### src/rtl/blp_pkg.sv
package blp_pkg;

  // State of an internal storage stage.
  typedef enum logic {
    GATE_OPEN = 1'b0,   // see-through: passes the upstream value
    GATE_SHUT = 1'b1    // opaque: presents its held value
  } gate_e;

  // Amount a capture counter steps by.
  localparam int unsigned BLP_CNT_STEP = 1;

endpackage

### src/rtl/blp_edge_reg.sv
module blp_edge_reg #(
  parameter int unsigned DW = 16
) (
  input  logic          clk,
  input  logic          rst,
  input  logic          en,
  input  logic [DW-1:0] d,
  output logic [DW-1:0] q
);

  // Opaque register gated at stage level: it loads only when enabled.
  always_ff @(posedge clk) begin
    if (rst)     q <= '0;
    else if (en) q <= d;
  end

endmodule

### src/rtl/blp_stage.sv
module blp_stage
  import blp_pkg::*;
#(
  parameter int unsigned DW       = 16,
  parameter int unsigned CNT_W    = 16,
  parameter bit          FEEDBACK = 1'b0
) (
  input  logic             clk,
  input  logic             rst,
  input  logic             load,
  input  gate_e            gate,
  input  logic [DW-1:0]    d_in,
  output logic [DW-1:0]    view,
  output logic [CNT_W-1:0] count
);

  logic [DW-1:0] hold_q;

  // Storage is loaded only on a capture pulse.
  always_ff @(posedge clk) begin
    if (rst)       hold_q <= '0;
    else if (load) hold_q <= d_in;
  end

  always_ff @(posedge clk) begin
    if (rst)       count <= '0;
    else if (load) count <= count + CNT_W'(BLP_CNT_STEP);
  end

  // A feedback stage always presents its held value.
  assign view = (FEEDBACK || gate == GATE_SHUT) ? hold_q : d_in;

  // after a capture, the stage presents what was flowing in at that edge
  // (the controller must have shut it).
  capture_holds_chk: assert property (@(posedge clk) disable iff (rst)
    load |=> (view == $past(d_in)));


  count_step_chk: assert property (@(posedge clk) disable iff (rst)
    (count != $past(count)) |-> (count == $past(count) + CNT_W'(1)));

endmodule

### src/rtl/blp_ctrl.sv
module blp_ctrl #(
  parameter int unsigned          NSTG    = 3,
  parameter logic [NSTG-1:0]      FB_MASK = '0
) (
  input  logic          clk,
  input  logic          rst,
  input  logic          in_valid,
  output logic [NSTG:1] shut,
  output logic [NSTG:1] cap,
  output logic          out_take
);

  // tok_q[p]: an item has reached position p (0 = input register).
  logic [NSTG:0] tok_q;
  logic [NSTG:1] shut_q, shut_d, cap_c, ahead;

  always_ff @(posedge clk) begin
    if (rst) tok_q <= '0;
    else     tok_q <= {tok_q[NSTG-1:0], in_valid};
  end

  // Barrier scan. A new entry (wall at position 0), or a follower about to
  // enter a shut stage, arms a capture. The nearest item at or above that wall
  // is captured in the stage it is entering at this edge.
  always_comb begin
    logic pend;
    cap_c = '0;
    pend  = in_valid;
    for (int q = 1; q <= NSTG; q++) begin
      if (tok_q[q-1] && pend) begin
        cap_c[q] = 1'b1;
        pend     = 1'b0;
      end
      if (shut_q[q] && tok_q[q-1]) pend = 1'b1;
    end
    for (int q = 1; q <= NSTG; q++) begin
      if (FB_MASK[q-1]) cap_c[q] = tok_q[q-1];
    end
  end

  // ahead[k]: some item sits at a position in k..NSTG-1.
  always_comb begin
    logic acc;
    acc = 1'b0;
    for (int k = NSTG; k >= 1; k--) begin
      ahead[k] = acc;
      acc      = acc | tok_q[k-1];
    end
  end

  // A capture beats a reopen on the same stage.
  always_comb begin
    for (int k = 1; k <= NSTG; k++) begin
      if (FB_MASK[k-1])                                    shut_d[k] = 1'b1;
      else if (cap_c[k])                                   shut_d[k] = 1'b1;
      else if (shut_q[k] && (tok_q[k-1] || !ahead[k]))     shut_d[k] = 1'b0;
      else                                                 shut_d[k] = shut_q[k];
    end
  end

  always_ff @(posedge clk) begin
    if (rst) shut_q <= FB_MASK;
    else     shut_q <= shut_d;
  end

  assign shut     = shut_q;
  assign cap      = cap_c;
  assign out_take = tok_q[NSTG];


  idle_open_chk: assert property (@(posedge clk) disable iff (rst)
    !(|tok_q) |=> ((shut_q & ~FB_MASK) == '0));


  fb_shut_chk: assert property (@(posedge clk) disable iff (rst)
    (shut_q & FB_MASK) == FB_MASK);

endmodule

### src/rtl/barrier_latch_pipe.sv
module barrier_latch_pipe
  import blp_pkg::*;
#(
  parameter int unsigned     DW      = 16,
  parameter int unsigned     NSTG    = 3,
  parameter int unsigned     CNT_W   = 16,
  parameter logic [NSTG-1:0] FB_MASK = '0
) (
  input  logic                  clk,
  input  logic                  rst,
  input  logic                  in_valid,
  input  logic [DW-1:0]         in_data,
  output logic                  out_valid,
  output logic [DW-1:0]         out_data,
  output logic [NSTG*CNT_W-1:0] cap_count
);

  localparam int unsigned LAST = NSTG;

  logic [DW-1:0] view [0:NSTG];
  logic [NSTG:1] shut, cap;
  logic          out_take;

  blp_ctrl #(.NSTG(NSTG), .FB_MASK(FB_MASK)) u_ctrl (
    .clk      (clk),
    .rst      (rst),
    .in_valid (in_valid),
    .shut     (shut),
    .cap      (cap),
    .out_take (out_take)
  );

  // Input environment: holds each item until the next one overwrites it.
  blp_edge_reg #(.DW(DW)) u_in_reg (
    .clk (clk),
    .rst (rst),
    .en  (in_valid),
    .d   (in_data),
    .q   (view[0])
  );

  for (genvar k = 1; k <= NSTG; k++) begin : g_stg
    blp_stage #(
      .DW       (DW),
      .CNT_W    (CNT_W),
      .FEEDBACK (FB_MASK[k-1])
    ) u_stage (
      .clk   (clk),
      .rst   (rst),
      .load  (cap[k]),
      .gate  (shut[k] ? GATE_SHUT : GATE_OPEN),
      .d_in  (view[k-1]),
      .view  (view[k]),
      .count (cap_count[(k-1)*CNT_W +: CNT_W])
    );
  end

  // Output environment.
  blp_edge_reg #(.DW(DW)) u_out_reg (
    .clk (clk),
    .rst (rst),
    .en  (out_take),
    .d   (view[LAST]),
    .q   (out_data)
  );

  always_ff @(posedge clk) begin
    if (rst) out_valid <= 1'b0;
    else     out_valid <= out_take;
  end


  take_to_valid_chk: assert property (@(posedge clk) disable iff (rst)
    out_take |=> out_valid);


  valid_from_take_chk: assert property (@(posedge clk) disable iff (rst)
    out_valid |-> $past(out_take));


  data_hold_chk: assert property (@(posedge clk) disable iff (rst)
    !out_valid |-> $stable(out_data));

endmodule

### config.mk
export PLATFORM = sky130hd
export DESIGN_NAME = barrier_latch_pipe
export DESIGN_NICKNAME = d
export VERILOG_FILES = /design/src/rtl/blp_pkg.sv /design/src/rtl/blp_edge_reg.sv /design/src/rtl/blp_stage.sv /design/src/rtl/blp_ctrl.sv /design/src/rtl/barrier_latch_pipe.sv
export SDC_FILE = /design/constraint.sdc
export NUM_CORES = 1
export LEC_CHECK = 0
export BUFFER_PORTS_ARGS = -buffer_cell sky130_fd_sc_hd__buf_2
export CAP_MARGIN = 40
export CORE_UTILIZATION = 40
export DETAILED_ROUTE_END_ITERATION = 8
export HOLD_SLACK_MARGIN = 0.06
export SYNTH_ARGS = -nofsm -noshare
export SYNTH_HDL_FRONTEND = slang
export SYNTH_SLANG_ARGS = --single-unit
### constraint.sdc
create_clock -name clk -period 1.9 [get_ports clk]
set_clock_uncertainty 0.05 [all_clocks]
set_input_delay 0.285 -clock clk [delete_from_list [all_inputs] [get_ports clk]]
set_output_delay 0.285 -clock clk [all_outputs]
set_load 0.03 [all_outputs]
==> Word level (Yosys, flattened, before mapping) <==
Index checks and enable logic that the tools add are counted.
{ "totals": {"reg_bits": 136, "elab_cells": 48} }
{ "op_classes": {"n_addsub": 3, "muxes": 18, "n_bitwise": 1, "n_reduce_logical": 13} }
{ "op_table": {"columns": ["cell", "count"], "rows": [
  ["$add A16 B1 Y16 const B", 3],
  ["$mux W16", 3],
  ["$mux W1", 15],
  ["$logic_and A1 B1 Y1", 7],
  ["$reduce_bool A2 Y1", 2],
  ["$logic_not A1 Y1", 2],
  ["$logic_or A1 B1 Y1", 2],
  ["$or A1 B1 Y1", 1]
]} }

==> Longest topological paths before layout <==
{ "depth": {"word_depth": 9, "ltp_mapped": 7, "depth_no_buf": 5} }

==> Modules after synthesis <==
A second synthesis with hierarchy kept.
{ "hier_totals": {"cells_unflattened": 593, "hier_area_um2": 5904.4} }
{ "by_module_without_submodules": {"columns": ["mod", "instances", "cells_each", "area_per_inst_um2", "seq_area_each_um2"], "rows": [
  ["blp_stage", 3, 154, 1487.7, 640.6],
  ["blp_edge_reg", 2, 52, 580.6, 320.3],
  ["blp_ctrl", 1, 25, 246.5, 140.1],
  ["barrier_latch_pipe", 1, 2, 33.8, 20.0]
]} }

==> Worst setup path before layout <==
OpenSTA, ideal clock, no wires.
{ "synth_path": {"kind": "reg2reg", "start": "register g_stg[2].u_stage.count[0]", "end": "register g_stg[2].u_stage.count[12]", "setup_time_ns": 0.070, "arrival_ns": 1.906, "slack_ns": -0.126, "stages_incl_launch_ff": 6, "path_buffers": 0, "path_cell_list": "dfxtp_1 > ha_1 > nand3_1 > or4_4 > or3_1 > a21oi_1"} }
{ "synth_between": {"elab_chain_cells": 1} }
{ "synth_rtl": {"columns": ["item", "line", "rtl"], "rows": [
  ["start: declaration", "blp_stage.sv:14", "output logic [CNT_W-1:0] count"],
  ["start signal: assignment", "blp_stage.sv:27", "else if (load) count <= count + CNT_W'(BLP_CNT_STEP);"],
  ["$add A16 B1 Y16", "blp_stage.sv:27", null]
]} }
No other way between the ends.
A chain may end at the register's enable or synchronous reset.

==> Worst setup path in the final report <==
{ "layout_path": {"start": "register g_stg[2].u_stage.count[5]", "end": "register g_stg[2].u_stage.count[12]"} }
The elaborated chain is that of the path after synthesis.

==> metrics.md <==
| Metric | Value |
|---|---|
| Largest family of logic cells by synthesized area | `simple AND/OR/NAND/NOR gates` |
| CP endpoint kind | `flop` |
| Kind of critical path | `flop to flop` |
| Post-synthesis xor/xnor area fraction | `3.36%` |
| Slew HR | `65.4%` |
| Worst endpoint required time | `2.20 ns` |
| Critical path's largest stage delay | `0.56 ns` |
| Die ar. | `14800 um^2` |
| Gate power share | `5.7%` |
| Area of the core | `13900 um^2` |
| Num CTS Buffers | `17` |
| GPL Wtd Cong | `0.771` |
| Post-route antenna net violation count | `0` |
| Reg2Reg Depth | `4` |
| Ys async rst share | `0%` |
| Peak supply drop | `0.684 mV` |
| First-pass GRT wire length | `22400 um` |
| CTS max path bufs | `2` |
| Chip width | `122 um` |
| Mux cell area share after synthesis | `7.71%` |
| Tightest Pin Transition | `0.519 ns` |
| Period utilization | `94.2%` |
| Synth Area in Simple Gates | `23.4%` |
| Nets | `787` |
| P&R area growth vs syn | `25.2%` |
| Antenna Cells | `0` |
| Post-synth EDFFs | `0` |
| Clock sink total | `136` |
| GRT Util Overall | `19.4%` |
| Largest net degree at the start of global routing | `48` |
| Power share of the clock group | `47.4%` |
| Via density | `5.25` |
| Core Util, Final | `51.5%` |
| Hold Violations, Final | `0` |
| CTS H-Tree Depth | `4` |
| Internal Pwr Total | `4760 uW` |
| Root buf cell | `clkbuf_16` |
| Hold WS | `0.0731 ns` |
| Synth Area in Adders | `0.655%` |
| Most common flop cell mapped by yosys | `dfxtp_1` |
| Power Dens Cells | `876 nW/um^2` |
| Pwr Total | `6280 uW` |
| Startpoint Class | `flop` |
| CTS tree | `built` |
| Vias | `5031` |
| GRT overflow | `0` |
| Detailed Routing Iterations Pass 1 | `5` |
| Highest-delay cell along the critical path | `or4_4` |
| Post-synthesis compound-gate area fraction | `13.8%` |
| Post-Synthesis Net Count | `687` |
| Wirelength, routed | `13700 um` |
| Yosys reg bits | `136` |
| P_sw | `1520 uW` |
| Worst-Skew Late Latency | `0.42 ns` |
| Rows | `43` |
| Outcome | `finished clean` |
| Share of the yosys chip area belonging to registers | `47.5%` |
| Critical Path, Cell by Cell | `nand4_1 > or4_4 > or3_1 > a21oi_1` |
| Avg Cell Area, Syn | `8.62 um^2` |
| Worst EP arrival | `2.09 ns` |
| Leak | `0.00272 uW` |
| Die height | `122 um` |
| Share of layout cells above drive strength 1 | `23.0%` |
| Initial antenna violation count | `0` |
| Avg WL per Cell | `14.3 um` |
| Post-Synthesis Cells | `665` |
| Max-slew violation count | `0` |
| Seq pwr share | `46.9%` |
| RSZ-0062 raised after global routing | `no` |
| R2R Setup Slk | `0.11 ns` |
| CP max FO | `6` |
| Post-DP HPWL | `9330 um` |
| IO buf count | `83` |
| Vias in the first global route | `4754` |
| # IOs | `84` |
| DRT iter0 DRCs | `314` |
| Clock period minus worst slack | `1.79 ns` |
| Warning count from the yosys run | `0` |
| Max Freq | `558 MHz` |
| Synthesized cell area | `5730 um^2` |
| Initial core utilization | `41.1%` |
| Setup total negative slack | `0 ns` |
| Reg clk slew, reported paths | `0.06 ns` |
| Setup-failing EPs final | `0` |
| Hold Crit Class | `primary input to flop` |
| Sw frac | `24.2%` |
| DRC Markers | `0` |
| MaxCap Viol Count | `0` |
| Library cells used by synthesis | `38` |
| Hold path cells | `3` |
-- sequential cells by signal (all words and copies together) (netlist names) --
name	count
g_stg.u_stage.count	48
g_stg.u_stage.hold_q	48
u_in_reg.q	16
u_out_reg.q	16
u_ctrl.tok_q	4
u_ctrl.shut	3
out_valid	1
-- routing by layer --
layer / share of wire (%) / vias to the layer above / track usage (%)
li1: - / 2529 / -
met1: 46 / 2390 / 23.8
met2: 48 / 96 / 31.8
met3: 3.8 / 16 / 5.43
met4: 1.7 / 0 / 8.49
met5: 0 / - / 0
-- kinds of logic (layout without fill, tap and decap cells) --
group,Yosys count,after routing
adder cells (fa/ha/maj),3,3
XOR/XNOR,22,22
buffers and inverters,52,165
AND/OR/NAND/NOR,288,288
AO/OA/AOI/OAI,123,123
flip-flops,136,136
multiplexers,41,41
-- path summary, 6_finish.rpt --
check | startpoint | to
setup reg to reg | g_stg[2].u_stage.count[5]$_SDFFE_PP0P_ | g_stg[2].u_stage.count[12]$_SDFFE_PP0P_
hold reg to reg | g_stg[1].u_stage.hold_q[13]$_SDFFE_PP0P_ | g_stg[1].u_stage.hold_q[13]$_SDFFE_PP0P_
hold / removal | in_data[1] | u_in_reg.q[1]$_SDFFE_PP0P_
setup / recovery | g_stg[2].u_stage.count[5]$_SDFFE_PP0P_ | g_stg[2].u_stage.count[12]$_SDFFE_PP0P_
-- through the flow --
step,cells,worst slack (ns),area [um^2]
6_report,958,0.109,7170
2_1_floorplan,665,0.00648,5750
4_1_cts,958,0.0586,7160
5_1_grt,958,0.00431,7170
3_3_place_gp,912,0.112,6470
3_5_place_dp,912,0.0705,6470
-- cells in the mapped netlist (2+ instances only) --
cell type	number	area, um^2
nor2b_1	10	62.6
and2_1	2	12.5
o2111ai_1	2	17.5
o211ai_1	32	240
xnor2_1	15	131
mux2_2	22	248
or4_1	6	45.0
buf_2	6	30.0
o211a_1	2	20.0
nand2b_1	17	106
nor2_1	95	357
and4_1	4	35.0
inv_1	8	30.0
nor4b_1	2	17.5
dfxtp_1	136	2720
nand4_1	10	62.6
mux2i_1	18	180
a311oi_1	15	131
nor3b_1	2	15.0
o31ai_1	6	45.0
nor3_1	22	110
ha_1	3	37.5
and3_1	2	12.5
a21oi_1	54	270
or3_1	11	68.8
buf_1	5	18.8
clkbuf_1	32	120
nand3_1	15	75.1
o21ai_0	11	55.1
xor2_1	7	61.3
nand2_1	83	312
nor4_1	4	25.0
-- layout make-up --
cell class / count / area, um^2
clock inverter: 14 / 104
multi-input combinational: 477 / 2830
sequential: 136 / 2730
inverter: 8 / 30.0
clock buffer: 18 / 439
tap: 180 / 225
fill: 1261 / 6760
timing repair buffer: 125 / 818
-- critical path: cells and delay by family (launching register included) --
kind	cells	cell delay, ns
AOI/OAI and AO/OA	1	0.14
DFF	1	0.39
and+or+nand+nor	3	1.14
-- power by group through the flow --
stage	sequential [uW]	clock [uW]	combinational, uW
floorplan	3010	0	214
global placement	3000	0	330
detailed placement	3010	0	338
CTS	2950	3040	360
global route	2950	3180	396
finish	2950	2980	360
-- repair_timing --
| action | 4_1_cts | 5_1_grt |
|---|---|---|
| setup endpoints to repair | 0 | 25 |
| setup buffers | 0 | 0 |
| endpoints found under the hold margin | 14 | 0 |
| resized for setup | 0 | 5 |
| hold buffers | 14 | 0 |
-- layout by cell type (no fill, tap or decap), types with 6 or more instances in the layout --
cell type	synthesis	layout
a21oi_1	54	54
a311oi_1	15	15
buf_2	6	82
buf_4	1	25
clkbuf_16	0	17
clkinv_4	0	6
dfxtp_1	136	130
dfxtp_2	0	6
dlygate4sd3_1	0	14
inv_1	8	8
mux2_2	22	21
mux2i_1	18	18
nand2_1	83	83
nand2b_1	17	17
nand3_1	15	15
nand4_1	10	10
nor2_1	95	95
nor2b_1	10	10
nor3_1	22	22
o211ai_1	32	32
o21ai_0	11	11
o31ai_1	6	6
or3_1	11	11
or4_1	6	6
xnor2_1	15	15
xor2_1	7	7
Power figures use the tool's default switching activity.
